[config.mk]
export PLATFORM = sky130hd
export DESIGN_NAME = dmt_timer
export DESIGN_NICKNAME = d
export VERILOG_FILES = /design/src/rtl/dmt_pkg.sv /design/src/rtl/dmt_tick_sel.sv /design/src/rtl/dmt_match_bank.sv /design/src/rtl/dmt_down_counter.sv /design/src/rtl/dmt_event_unit.sv /design/src/rtl/dmt_timer.sv
export SDC_FILE = /design/constraint.sdc
export NUM_CORES = 1
export LEC_CHECK = 0
export BUFFER_PORTS_ARGS = -buffer_cell sky130_fd_sc_hd__buf_2
export CAP_MARGIN = 10
export CORE_MARGIN = 5
export CORE_UTILIZATION = 35
export DETAILED_ROUTE_END_ITERATION = 7
export PLACE_DENSITY = 0.59
export SLEW_MARGIN = 20
export SYNTH_ARGS = -nofsm -noshare
export SYNTH_HDL_FRONTEND = slang
export SYNTH_SLANG_ARGS = --single-unit
export TNS_END_PERCENT = 5
[constraint.sdc]
create_clock -name clk -period 3.9 [get_ports clk]
set_clock_uncertainty 0.2 [all_clocks]
set_input_delay 0.39 -clock clk [delete_from_list [all_inputs] [get_ports clk]]
set_output_delay 0.39 -clock clk [all_outputs]
set_load 0.05 [all_outputs]
[src/rtl/dmt_pkg.sv]
package dmt_pkg;

   typedef enum logic {
      TICK_FROM_BUS = 1'b0,
      TICK_FROM_REF = 1'b1
   } tick_src_e;

   typedef struct packed {
      logic match_hit;
      logic zero_hit;
   } evt_cause_t;

endpackage

[src/rtl/dmt_tick_sel.sv]
module dmt_tick_sel #(
   parameter int SYNC_STAGES = 0
) (
   input  logic clk,
   input  logic rst_n,
   input  logic ref_tick_i,
   input  logic bus_tick_i,
   input  logic sel_i,
   output logic tick_o
);
   import dmt_pkg::*;

   logic ref_strobe;
   logic tick_q;

   generate
      if (SYNC_STAGES < 0) begin : g_bad_cfg
         $error("dmt_tick_sel: SYNC_STAGES must not be negative");
      end
      if (SYNC_STAGES == 0) begin : g_direct
         assign ref_strobe = ref_tick_i;
      end else begin : g_sync
         logic [SYNC_STAGES:0] shreg;
         always_ff @(posedge clk) begin
            if (!rst_n) shreg <= '0;
            else        shreg <= {shreg[SYNC_STAGES-1:0], ref_tick_i};
         end
         assign ref_strobe = shreg[SYNC_STAGES-1] & ~shreg[SYNC_STAGES];
      end
   endgenerate

   always_ff @(posedge clk) begin
      if (!rst_n) tick_q <= 1'b0;
      else        tick_q <= (tick_src_e'(sel_i) == TICK_FROM_REF) ? ref_strobe : bus_tick_i;
   end

   assign tick_o = tick_q;

   // a selected bus strobe always yields a tick one edge later
   assert_bus_tick_passes_R2 : assert property (@(posedge clk) disable iff (!rst_n)
      (!sel_i && bus_tick_i) |=> tick_o);

endmodule

[src/rtl/dmt_match_bank.sv]
module dmt_match_bank #(
   parameter int CNT_W   = 32,
   parameter int N_MATCH = 2
) (
   input  logic                            clk,
   input  logic                            rst_n,
   input  logic [N_MATCH-1:0]              wr_match_i,
   input  logic [CNT_W-1:0]                wr_data_i,
   input  logic [CNT_W-1:0]                reload_i,
   output logic [N_MATCH-1:0][CNT_W-1:0]   eff_o
);
   generate
      if (N_MATCH < 1) begin : g_bad_cfg
         $error("dmt_match_bank: N_MATCH must be at least 1");
      end
      for (genvar i = 0; i < N_MATCH; i++) begin : g_slot
         logic [CNT_W-1:0] value_q;
         always_ff @(posedge clk) begin
            if (!rst_n)             value_q <= '0;
            else if (wr_match_i[i]) value_q <= wr_data_i;
         end
         // a value at or above reload behaves as a match at zero
         assign eff_o[i] = (value_q < reload_i) ? value_q : '0;
      end
   endgenerate

endmodule

[src/rtl/dmt_down_counter.sv]
module dmt_down_counter #(
   parameter int CNT_W = 32
) (
   input  logic             clk,
   input  logic             rst_n,
   input  logic             en_i,
   input  logic             tick_i,
   input  logic             wr_count_i,
   input  logic             wr_reload_i,
   input  logic [CNT_W-1:0] wr_data_i,
   output logic [CNT_W-1:0] cnt_o,
   output logic [CNT_W-1:0] reload_o,
   output logic             dec_o,
   output logic [CNT_W-1:0] dec_val_o,
   output logic             wrap_o
);
   logic [CNT_W-1:0] cnt_q, cnt_d;
   logic [CNT_W-1:0] reload_q;
   logic             en_q;
   logic             en_rise;
   logic             reload_live;
   logic             restart;

   assign en_rise     = en_i & ~en_q;
   assign reload_live = (reload_q != '0);
   assign restart     = wr_reload_i & ~reload_live & (wr_data_i != '0);

   always_comb begin
      cnt_d  = cnt_q;
      dec_o  = 1'b0;
      wrap_o = 1'b0;
      if (en_rise) begin
         cnt_d = reload_q;
      end else if (en_i && wr_count_i) begin
         cnt_d = wr_data_i;
      end else if (en_i && restart) begin
         cnt_d = wr_data_i;
      end else if (en_i && tick_i && reload_live) begin
         if (cnt_q <= CNT_W'(1)) begin
            cnt_d  = reload_q;
            wrap_o = 1'b1;
         end else begin
            cnt_d  = cnt_q - 1'b1;
            dec_o  = 1'b1;
         end
      end
   end

   always_ff @(posedge clk) begin
      if (!rst_n) begin
         cnt_q    <= '0;
         reload_q <= '0;
         en_q     <= 1'b0;
      end else begin
         cnt_q <= cnt_d;
         en_q  <= en_i;
         if (wr_reload_i) reload_q <= wr_data_i;
      end
   end

   assign cnt_o     = cnt_q;
   assign reload_o  = reload_q;
   assign dec_val_o = cnt_q - 1'b1;

   // one plain step per tick
   assert_single_step_R2 : assert property (@(posedge clk) disable iff (!rst_n)
      (en_i && en_q && tick_i && !wr_count_i && !wr_reload_i && reload_q != '0 && cnt_q > CNT_W'(1))
      |=> cnt_q == $past(cnt_q) - 1'b1);

   // reload at the bottom of the count
   assert_wrap_reloads_R3 : assert property (@(posedge clk) disable iff (!rst_n)
      (en_i && en_q && tick_i && !wr_count_i && !wr_reload_i && reload_q != '0 && cnt_q <= CNT_W'(1))
      |=> cnt_q == $past(reload_q));

   // enable edge loads reload
   assert_enable_loads_R11 : assert property (@(posedge clk) disable iff (!rst_n)
      (en_i && !en_q) |=> cnt_q == $past(reload_q));

   // disabled count is frozen
   assert_frozen_when_off_R11 : assert property (@(posedge clk) disable iff (!rst_n)
      !en_i |=> $stable(cnt_q));

endmodule

[src/rtl/dmt_event_unit.sv]
module dmt_event_unit #(
   parameter int CNT_W   = 32,
   parameter int N_MATCH = 2
) (
   input  logic                          clk,
   input  logic                          rst_n,
   input  logic                          dec_i,
   input  logic [CNT_W-1:0]              dec_val_i,
   input  logic                          wrap_i,
   input  logic                          ovf_ie_i,
   input  logic [N_MATCH-1:0][CNT_W-1:0] eff_i,
   output logic                          irq_level_o,
   output logic                          irq_set_o
);
   import dmt_pkg::*;

   logic [N_MATCH-1:0] hit_vec;
   logic [N_MATCH-1:0] zero_vec;
   evt_cause_t         cause;
   logic               irq_q, set_q;

   generate
      for (genvar i = 0; i < N_MATCH; i++) begin : g_cmp
         assign zero_vec[i] = (eff_i[i] == '0);
         assign hit_vec[i]  = dec_i & ~zero_vec[i] & (dec_val_i == eff_i[i]);
      end
   endgenerate

   assign cause.match_hit = |hit_vec;
   assign cause.zero_hit  = wrap_i & (ovf_ie_i | (|zero_vec));

   always_ff @(posedge clk) begin
      if (!rst_n) begin
         irq_q <= 1'b0;
         set_q <= 1'b0;
      end else begin
         set_q <= |cause;
         irq_q <= irq_q ^ (|cause);
      end
   end

   assign irq_level_o = irq_q;
   assign irq_set_o   = set_q;

   // every status pulse comes with an inversion
   assert_set_flips_level_R7 : assert property (@(posedge clk) disable iff (!rst_n)
      set_q |-> (irq_q != $past(irq_q)));

   // the level only moves with a status pulse
   assert_level_needs_set_R7 : assert property (@(posedge clk) disable iff (!rst_n)
      (irq_q != $past(irq_q)) |-> set_q);

   // no count movement, no event
   assert_no_spurious_event_R11 : assert property (@(posedge clk) disable iff (!rst_n)
      (!dec_i && !wrap_i) |=> !set_q);

endmodule

[src/rtl/dmt_timer.sv]
module dmt_timer #(
   parameter int CNT_W       = 32,
   parameter int N_MATCH     = 2,
   parameter int SYNC_STAGES = 0
) (
   input  logic               clk,
   input  logic               rst_n,
   input  logic               ref_tick,
   input  logic               bus_tick,
   input  logic               clk_sel,
   input  logic               enable,
   input  logic               ovf_irq_en,
   input  logic               wr_count,
   input  logic               wr_reload,
   input  logic [N_MATCH-1:0] wr_match,
   input  logic [CNT_W-1:0]   wr_data,
   output logic [CNT_W-1:0]   count_rd,
   output logic               irq_level,
   output logic               irq_set
);
   generate
      if (CNT_W < 2 || CNT_W > 64) begin : g_bad_width
         $error("dmt_timer: CNT_W must lie in 2..64");
      end
   endgenerate

   logic                          tick;
   logic [CNT_W-1:0]              cnt, reload, dec_val;
   logic                          dec, wrap;
   logic [N_MATCH-1:0][CNT_W-1:0] eff;

   dmt_tick_sel #(.SYNC_STAGES(SYNC_STAGES)) u_tick (
      .clk(clk), .rst_n(rst_n), .ref_tick_i(ref_tick), .bus_tick_i(bus_tick),
      .sel_i(clk_sel), .tick_o(tick));

   dmt_down_counter #(.CNT_W(CNT_W)) u_cnt (
      .clk(clk), .rst_n(rst_n), .en_i(enable), .tick_i(tick),
      .wr_count_i(wr_count), .wr_reload_i(wr_reload), .wr_data_i(wr_data),
      .cnt_o(cnt), .reload_o(reload), .dec_o(dec), .dec_val_o(dec_val), .wrap_o(wrap));

   dmt_match_bank #(.CNT_W(CNT_W), .N_MATCH(N_MATCH)) u_match (
      .clk(clk), .rst_n(rst_n), .wr_match_i(wr_match), .wr_data_i(wr_data),
      .reload_i(reload), .eff_o(eff));

   dmt_event_unit #(.CNT_W(CNT_W), .N_MATCH(N_MATCH)) u_evt (
      .clk(clk), .rst_n(rst_n), .dec_i(dec), .dec_val_i(dec_val), .wrap_i(wrap),
      .ovf_ie_i(ovf_irq_en), .eff_i(eff), .irq_level_o(irq_level), .irq_set_o(irq_set));

   // read mux
   assign count_rd = enable ? cnt : reload;

endmodule

==> Word-level counts from Yosys, hierarchy flattened <==
Index checks and enable logic that the tools add are counted.
{ "word_totals": {"regBits": 132, "in_bits": 43, "out_inout_bits": 34, "wordCells": 58} }
{ "op_classes": {"n_addsub": 1, "order_cmp": 3, "n_eq_ne": 2, "muxes": 19, "bitwise_logic": 14, "reduce_logical": 11} }
{ "ops": {"columns": ["op", "n"], "rows": [
  ["2-to-1 mux 32 bit", 8],
  ["== test 32 bit", 2],
  ["logical NOT 32 bit", 2],
  ["less-than comparator 32 bit", 2],
  ["nonzero test 32 bit", 2],
  ["less-or-equal comparator 32 x 1 -> 1 bit, second input constant", 1],
  ["subtractor 32 x 1 -> 32 bit, second input constant", 1],
  ["2-to-1 mux 1 bit", 11],
  ["bitwise AND 1 bit", 8],
  ["logical AND 1 bit", 4],
  ["NOT 1 bit", 4],
  ["nonzero test 4 bit", 1],
  ["OR reduction 3 bit", 1],
  ["OR reduction 2 bit", 1],
  ["bitwise OR 1 bit", 1],
  ["XOR 1 bit", 1]
]} }

==> Longest topological paths before layout <==
Gate-level depths: netlist of the first run.
{ "depth": {"word_depth": 12, "depth_mapped": 14, "depth_no_buf": 12} }

==> Cells and area by module <==
A second synthesis of the first run with hierarchy kept.
{ "hier_totals": {"cells_unflattened": 1116, "hier_area_um2": 10198.5} }
{ "by_module_without_submodules": {"columns": ["module", "instances", "cells_per_inst", "area_per_inst_um2", "seq_area_each_um2"], "rows": [
  ["dmt_match_bank", 1, 472, 4715.8, 1281.2],
  ["dmt_down_counter", 1, 487, 3985.1, 1301.2],
  ["dmt_event_unit", 1, 118, 917.1, 40.0],
  ["dmt_timer", 1, 36, 544.3, 0.0],
  ["dmt_tick_sel", 1, 3, 36.3, 20.0]
]} }

==> Least setup slack after synthesis of the first run <==
OpenSTA, ideal clock, no wires.
{ "synth_timing": {"path_type": "register to register", "start": "register u_cnt.cnt_q[0] (netlist: u_cnt.cnt_o[0])", "end": "register u_evt.irq_q (netlist: u_evt.irq_level_o)", "arrival_ns": 3.504, "t_required_ns": 3.633, "setup_slack_ns": 0.128, "stages_incl_launch_ff": 15, "cell_sequence": "dfxtp_1 -> clkbuf_1 -> inv_1 -> ha_1 -> or4b_1 -> clkbuf_1 -> or4_4 -> xnor2_4 -> and4bb_2 -> o311ai_1 -> a221o_1 -> a2111oi_2 -> nand4_1 -> a31o_1 -> a21oi_2"} }
{ "synth_via": {"elab_chain_len": 10, "word_cells_on_any_way": 21, "classes_between": "add/sub (1); order compare (1); eq/ne (2); mux (10); bitwise (6); reduce/logical (1)"} }
{ "synth_rtl": {"columns": ["item", "line_no", "rtl"], "rows": [
  ["start, declared", "dmt_down_counter.sv:17", "logic [CNT_W-1:0] cnt_q, cnt_d;"],
  ["start signal, assigned", "dmt_down_counter.sv:55", "cnt_q <= cnt_d;"],
  ["less-or-equal comparator 32 x 1 -> 1 bit", "dmt_down_counter.sv:39", "if (cnt_q <= CNT_W'(1)) begin"],
  ["2-to-1 mux 1 bit", "dmt_down_counter.sv:39", null],
  ["2-to-1 mux 1 bit", "dmt_down_counter.sv:38", "end else if (en_i && tick_i && reload_live) begin"],
  ["2-to-1 mux 1 bit", "dmt_down_counter.sv:36", "end else if (en_i && restart) begin"],
  ["2-to-1 mux 1 bit", "dmt_down_counter.sv:34", "end else if (en_i && wr_count_i) begin"],
  ["2-to-1 mux 1 bit", "dmt_down_counter.sv:32", "if (en_rise) begin"],
  ["bitwise AND 1 bit (2 in a row)", "dmt_event_unit.sv:25", "assign hit_vec[i] = dec_i & ~zero_vec[i] & (dec_val_i == eff_i[i]);"],
  ["OR reduction 3 bit (*)", "dmt_event_unit.sv:38", "irq_q <= irq_q ^ (|cause);"],
  ["XOR 1 bit (*)", "dmt_event_unit.sv:38", null],
  ["end signal, assigned", "dmt_event_unit.sv:38", null],
  ["end, declared", "dmt_event_unit.sv:20", "logic irq_q, set_q;"]
]} }
Mark *: on every way between the ends. The rest lies on a longest branch, timed or not.
A chain may end at the register's enable or synchronous reset.

==> Worst setup path after layout of the first run <==
{ "layout_timing": {"start": "register u_cnt.cnt_q[1] (netlist: u_cnt.cnt_o[1])", "end": "register u_evt.irq_q (netlist: u_evt.irq_level_o)"} }
Same word-level chain as after synthesis.

==> results of run 1 <==
-- per-stage QoR --
stage          hold slack (ns)   TNS [ns]  power [W]
3_5_place_dp            0.3021    -0.5849   0.003649
2_1_floorplan           0.2662          0   0.002655
5_1_grt               0.003627  -0.009932   0.005713
6_report               0.01536          0   0.005505
4_1_cts               0.007765          0   0.005383
3_3_place_gp            0.3029    -0.5299   0.003650
-- how the worst max path moves through the flow --
stage	start	to	slack (ns)
4_1_cts	u_cnt.reload_o[14]	u_evt.irq_level_o	0.0007
6_report	u_cnt.cnt_o[1]	u_evt.irq_level_o	0.08
3_3_place_gp	u_cnt.reload_o[14]	u_evt.irq_level_o	-0.34
2_1_floorplan	u_cnt.cnt_o[0]	u_evt.irq_level_o	0.13
3_5_place_dp	u_cnt.reload_o[14]	u_evt.irq_level_o	-0.37
5_1_grt	u_cnt.cnt_o[1]	u_evt.irq_level_o	-0.01
-- layout make-up --
cell class / count / share of cell area (%)
multi-input cells: 984 / 51.72
clock inverters: 8 / 0.9312
repair buffers: 333 / 18.35
clock buffers: 23 / 3.669
flip-flops and latches: 132 / 19.92
inverters: 65 / 1.853
well taps: 378 / 3.556
-- sequential cells by signal, indices dropped and copies added (netlist names) --
| register | flops |
|---|---|
| u_tick.tick_o | 1 |
| u_evt.irq_set_o | 1 |
| u_cnt.cnt_o | 32 |
| u_cnt.en_q | 1 |
| u_evt.irq_level_o | 1 |
| u_cnt.reload_o | 32 |
| u_match.g_slot.value_q | 64 |
-- worst max-delay path: stages (launching register included) --
cell,delay [ns]
dfxtp_1,0.31
inv_1,0.08
ha_1,0.16
or4b_4,0.50
buf_4,0.16
or3_1,0.34
and2_1,0.24
a22o_1,0.22
a2111oi_0,0.48
a32oi_1,0.20
nor3_2,0.22
buf_4,0.13
nand4_1,0.14
a31o_1,0.26
a21oi_2,0.10
-- per-layer routing --
layer	global-route usage [%]	vias to the layer above	part of all wire [%]
met3	4.921	124	7.5
met2	49.04	550	46
met5	0	-	0
met4	12.76	0	4.6
li1	-	5206	-
met1	39.53	5485	42
-- cells by family (layout without fill, tap and decap cells) --
group                      after synthesis  count (layout)  synth area share, %
and+or+nand+nor                        477             477                23.59
AOI/OAI and AO/OA                      296             296                20.17
buffers and inverters                  150             429                5.914
DFF                                    132             132                26.86
muxes                                  103             103                10.49
adders and majority gates               64              64                8.140
xor gates and xnor gates                44              44                4.821
-- layout by cell type (no fill, tap or decap), types with 6 or more instances in the layout --
master,Yosys,routed
a2111oi_2,1,6
a211oi_1,29,28
a21oi_1,72,71
a22oi_1,7,6
a31oi_1,12,10
and2_1,7,6
and3_1,6,6
buf_12,0,7
buf_2,6,76
buf_4,1,245
clkbuf_16,0,19
dfxtp_1,132,126
dfxtp_2,0,6
ha_1,64,59
inv_1,64,59
mux2i_1,102,102
nand2_1,105,105
nand3_1,18,17
nand4_1,24,24
nor2_1,173,171
nor2b_1,6,6
nor3_1,30,29
nor3b_1,10,8
nor4_1,46,44
o211ai_1,28,28
o21ai_0,60,59
o221ai_1,9,9
o31ai_1,15,14
or2_2,7,7
or3_1,11,11
or4_1,12,8
xnor2_1,23,21
xor2_1,15,14
-- power groups by stage --
stage	combinational (W)	clock, W	sequential [W]
3_3_place_gp	0.00210	0	0.00155
2_1_floorplan	0.00111	0	0.00154
3_5_place_dp	0.00210	0	0.00155
5_1_grt	0.00237	0.00180	0.00154
6_report	0.00224	0.00173	0.00153
4_1_cts	0.00211	0.00175	0.00152
-- repair_timing --
action	in CTS	in global routing
endpoints found under the hold margin	1	0
resized for setup	4	49
setup endpoints to repair	2	2
cloned	0	2
pin swaps	2	16
hold buffers	2	0
buffers inserted	1	4
==> run summary, run 1 <==
* 25.14 um — mean routed wirelength per cell
* 1255 — number of DRC markers after the initial detailed-route iteration
* 0.003426 W — Internal Pwr Total
* 8 — Detailed Routing Iterations Pass 1
* 17 — total clock buffers created by CTS
* 40.8% — power share of the combinational group
* complete, but fails checks — result of the run
* 48350 um — overall routed net length
* DRC — failing checks
* dfxtp_1 (27%), mux2i_1 (10%), ha_1 (8.1%) — Synth area leaders
* primary input to flip-flop — class of the most critical hold timing path
* 177.6 um — height of the die
* u_cnt.en_q — Endpoint, Worst Hold
* nor2_1 — cell with the most instances after synthesis
* 2752 — Layout fillers
* 38.81% — worst slew margin relative to its limit
* built — clock tree from TritonCTS
* 9837 sq um — Syn Std Cell Area
* dfxtp_1 — Post-synth top flop
* 1640 — Net count, final
* 177.6 um — die width
* 1373 — Syn Nets
* 6879 sq um — area taken by multi-input logic gates
* 0.08 ns — flop-to-flop setup slack
* 61 — cell row count
* 35.41% — starting density of the core
* 1 — DRC errors left
* 3.816 ns — final critical-path required period
* 11.37k — Via Count
* 47.88% — Finished Core Util
* u_cnt.cnt_o[1] — launching point of the worst reg2reg path
* 73 — unique cell type count in the Yosys netlist
* 31.4% — share of power burned in the clock network
* -0.3660 ns — Worst Setup Slack post-DPL
* 38030 um — Final HPWL DP
* 0.002078 W — Sw Pwr
* 0.9082 ns — transition at the pin with the smallest max-transition slack
* 2 — hold path cells
* 12340 sq um — Post-DP Area
* 30.12% — global router's overall resource usage
* 4 — largest fanout on the critical path
* 1 — number of antenna violations at the first check in global routing
* 27.8% — sequential group share of total power
* 1.023 — weighted congestion reported at the end of routability-driven placement
* 0% — async set or reset register ratio after synthesis
* 26.86% — share of the synthesized area in the top cell type
* 0 — max-slew violation total from the final report
* 31560 sq um — area of the die
* 0 — final setup violation count
* 13300 sq um — post-layout instance area
* rst_n — hold path startpoint
* 0 — GR Overflow Total
* 1883 — number of cells in the design after placement
* 27780 sq um — Placeable Area
* 77 — number of top-level pins
* 0.45 ns — source-to-sink clock delay at the later pin of the worst-skew pair
* 1923 — final cell count without fillers
* 0 — count of flip-flops with a built-in enable after synthesis
* 0.08376 ns — PnR worst setup slack
* 3.99 ns — critical path arrival
* 1266 — Post-Syn Instances
* flip-flop — sort of element at the start of the critical path
* 0.2620 GHz — Peak Freq
* 97.85% — ratio of final minimum period to clock period
* 26.86% — sequential element share of the synthesized area
* 4.08 ns — required time worst endpoint
* 27.64% — share of final-layout standard cells stronger than drive strength 1
* 37.76% — switching power as a share of total power
* 0 — count of nets left with antenna violations after detail routing
* 0 — number of maximum-capacitance violations
* 10.81k — via count of the first global-routing pass
* 132 — post-synthesis register bit count
* 5.910 — vias per cell
* 14 — R2R depth
* 0.2970 mV — worst voltage drop across the vdd grid
* 0.07 ns — post-CTS clock slew at the launch and capture registers of the worst setup and hold paths
* flip-flop — endpoint type of the worst setup path
* 0 — number of diodes added for antenna fixing
* 7.770 sq um — Post-Syn Area per Cell
* clkbuf_16 — root cell of the clock tree
* 2 — largest buffer count on any clock path
* nor2_1 (173), dfxtp_1 (132), nand2_1 (105), mux2i_1 (102), a21oi_1 (72) — top cells by count, synth
* u_evt.irq_level_o — end of the worst register-to-register path
* 70530 um — global-route wire length before repair
* 132 — Num Clock Sinks
* 0 — Fin. Hold Viols
* 4 — H-tree Lvls
* flip-flop to flip-flop — start-to-end type of the worst setup path
* dfxtp_1 — leading area contributor after synthesis
* 76 — number of buffers added on ports
* 132 — pin count of the biggest net entering global routing
* 0 — yosys synthesis warning count
* 413.8 nW/um^2 — ratio of total power to cell area
* 2650 sq um — Register Area
* 35.22% — synth-to-layout area growth
* 5.854 nW — P_leak
No activity file was read; power rests on OpenSTA's default activity.
==> run 2: changes to the inputs <==
- clock period: 3.9 -> 3.06 ns (I/O delays scaled with it)
==> run 2 against run 1 <==
Effect of this change:
- the run ends with setup timing left
- global-route usage increased by 1.7 points
- critical path depth unchanged
- clock-buffer cell count fell by 5
- sequential cell count stayed put
- core utilization up 5.8 points
- cell count is 8.5% higher
- clock power is 39% higher
- setup slack lost 0.70 ns
- die area unchanged
- fmax increased by 3.8%
- final area is 12% higher
- via count rose by 4.1%
- critical path type unchanged
==> run summary, run 2 (synthesized netlist as in run 1, its figures left out) <==
* 0 — number of maximum-capacitance violations, unchanged
* 77 — number of top-level pins, unchanged
* buf_4, nor4_2, buf_4, buf_12, nand4b_1, buf_4, or3_1, xor2_1, a2111oi_0, o2111a_1, o2111a_1, nand4_1, a31o_1, a21oi_2 — cells along the critical path
* 6.712 nW — P_leak, +15%
* 51 — pin count of the biggest net entering global routing, -61%
* 35.41% — starting density of the core, unchanged
* 1192 — number of DRC markers after the initial detailed-route iteration, -5.0%
* 0 — DRC errors left, -1
* 8 — Detailed Routing Iterations Pass 1, unchanged
* 5.671 — vias per cell, -4.0%
* 7214 sq um — area taken by multi-input logic gates, +4.9%
* 64 — max FFs per register, unchanged
* 2649 sq um — Register Area, about the same
* 31560 sq um — area of the die, unchanged
* 4 — hold path cells, +2
* flip-flop — endpoint type of the worst setup path
* 76 — number of buffers added on ports, unchanged
* 2658 — Layout fillers, -3.4%
* 0 — count of nets left with antenna violations after detail routing, unchanged
* 0 — max-slew violation total from the final report, unchanged
* flip-flop — sort of element at the start of the critical path
* 132 — Num Clock Sinks, unchanged
* 177.6 um — height of the die, unchanged
* 0 — number of diodes added for antenna fixing, unchanged
* 2 — largest buffer count on any clock path, unchanged
* 11.74k — via count of the first global-routing pass, +8.6%
* 4 — H-tree Lvls, unchanged
* 0.07 ns — post-CTS clock slew at the launch and capture registers of the worst setup and hold paths, about the same
* -0.6174 ns — PnR worst setup slack, -0.7012 ns
* 40570 um — Final HPWL DP, +6.7%
* -1.423 ns — accumulated negative setup slack, -1.423 ns
* u_match.g_slot.value_q — largest register by flop count
* 24.13 um — mean routed wirelength per cell, -4.0%
* 516.4 nW/um^2 — ratio of total power to cell area, +25%
* 51.69% — synth-to-layout area growth
* 14 — R2R depth, unchanged
* 27780 sq um — Placeable Area, unchanged
* 11.83k — Via Count, +4.1%
* 0.7571 ns — transition at the pin with the smallest max-transition slack, -0.1512 ns
* 1.096 — weighted congestion reported at the end of routability-driven placement, +7.0%
* 0 — Fin. Hold Viols, unchanged
* primary input to flip-flop — class of the most critical hold timing path
* 50340 um — overall routed net length, +4.1%
* flip-flop to flip-flop — start-to-end type of the worst setup path
* clkbuf_16 — root cell of the clock tree
* setup timing — failing checks
* 0.3581 mV — worst voltage drop across the vdd grid, +21%
* buf_4 (395), nor2_1 (168), dfxtp_1 (127) — leading cell types in the layout, fill and taps excluded
* 14920 sq um — post-layout instance area, +12%
* 0 — GR Overflow Total, unchanged
* 0 — number of antenna violations at the first check in global routing, -1
* a2111oi_0 — slowest cell on the critical path
* 3.677 ns — final critical-path required period, -0.1388 ns
* 53.71% — Finished Core Util, +5.8 points
* 13530 sq um — Post-DP Area, +9.7%
* -1.188 ns — Worst Setup Slack post-DPL, -0.8216 ns
* 49.00% — worst slew margin relative to its limit, +10 points
* 3.22 ns — required time worst endpoint, -0.86 ns
* yes — unrepaired setup endpoints after global routing
* 3.84 ns — critical path arrival, -0.15 ns
* 74640 um — global-route wire length before repair, +5.8%
* buf_4 — leading cell type in the layout, fill and taps excluded
* 120.2% — ratio of final minimum period to clock period, +22 points
* 1802 — Net count, final, +9.9%
* 0.43 ns — delay contributed by the slowest stage of the critical path, -0.07 ns
* 177.6 um — die width, unchanged
* 31.86% — global router's overall resource usage, +1.7 points
* built — clock tree from TritonCTS
* complete, but fails checks — result of the run
* buf_4 — most frequent cell on the critical path
* 0.44 ns — source-to-sink clock delay at the later pin of the worst-skew pair, about the same
* 0.2719 GHz — Peak Freq, +3.8%
* 8 — final setup violation count, +8
* 17 — total clock buffers created by CTS, unchanged
* 36.94% — share of final-layout standard cells stronger than drive strength 1, +9.3 points
* 61 — cell row count, unchanged
* 8 — largest fanout on the critical path, +4
run 2: changes by cell type in the layout (fill, tap and decap cells not counted), sizes merged:
cell,before,now
buf,329,489
clkbuf,25,18
dlygate4sd3,2,6
inv,65,69
bufinv,3,5
run 2: cell type report:
type,count,share of cell area [%]
Sequential cell,132,17.75
Clock buffer,18,2.876
Multi-Input combinational cell,984,48.35
Clock inverter,14,1.493
Inverter,65,1.669
Tap cell,378,3.170
Timing Repair Buffer,495,24.69
run 2: power breakdown:
| group | switching, W | leakage [nW] | internal, W | total, W |
|---|---|---|---|---|
| registers | 0.0000793 | 1.09 | 0.00183 | 0.00191 |
| clock network | 0.000943 | 0.312 | 0.00146 | 0.00240 |
| logic | 0.00189 | 5.31 | 0.00150 | 0.00339 |
run 2: final timing paths:
check	slack, ns	startpoint	endpoint
worst max register to register	-0.62	u_cnt.cnt_o[9]	u_evt.irq_level_o
worst min register to register	0.36	u_evt.irq_level_o	u_evt.irq_level_o
worst max-delay path	-0.62	u_cnt.cnt_o[9]	u_evt.irq_level_o
worst min-delay path	0.05	wr_data[3]	u_cnt.reload_o[3]
run 2: critical path: cells and delay by family (launching register included):
family / cells / cell delay, ns
AO/OA/AOI/OAI: 5 / 1.23
AND/OR/NAND/NOR: 4 / 1.00
buffers and inverters: 4 / 0.65
flip-flops: 1 / 0.31
XOR/XNOR: 1 / 0.20
run 2: through the flow:
step / std cells / power (W) / hold WS [ns]
3_3_place_gp: 2040 / 0.004990 / 0.3341
2_1_floorplan: 1266 / 0.003392 / 0.2333
5_1_grt: 2086 / 0.007984 / 0.05213
4_1_cts: 2086 / 0.007538 / 0.03820
3_5_place_dp: 2040 / 0.004995 / 0.3430
6_report: 2086 / 0.007705 / 0.04716
run 2: per-layer routing:
layer / GRT usage, % / vias to the layer above / share of wire, %
li1: - / 5530 / -
met4: 12.28 / 0 / 4.6
met3: 5.582 / 115 / 6.3
met2: 52.58 / 497 / 46
met1: 41.49 / 5688 / 43
met5: 0 / - / 0
run 2: timing repair:
action                                 in CTS  in global routing
setup endpoints to repair                  34                 33
gates cloned                                0                  0
endpoints found under the hold margin       7                  0
pin swaps                                  21                 14
hold buffers                                6                  0
buffers inserted                            9                  0
resized for setup                          69                 53
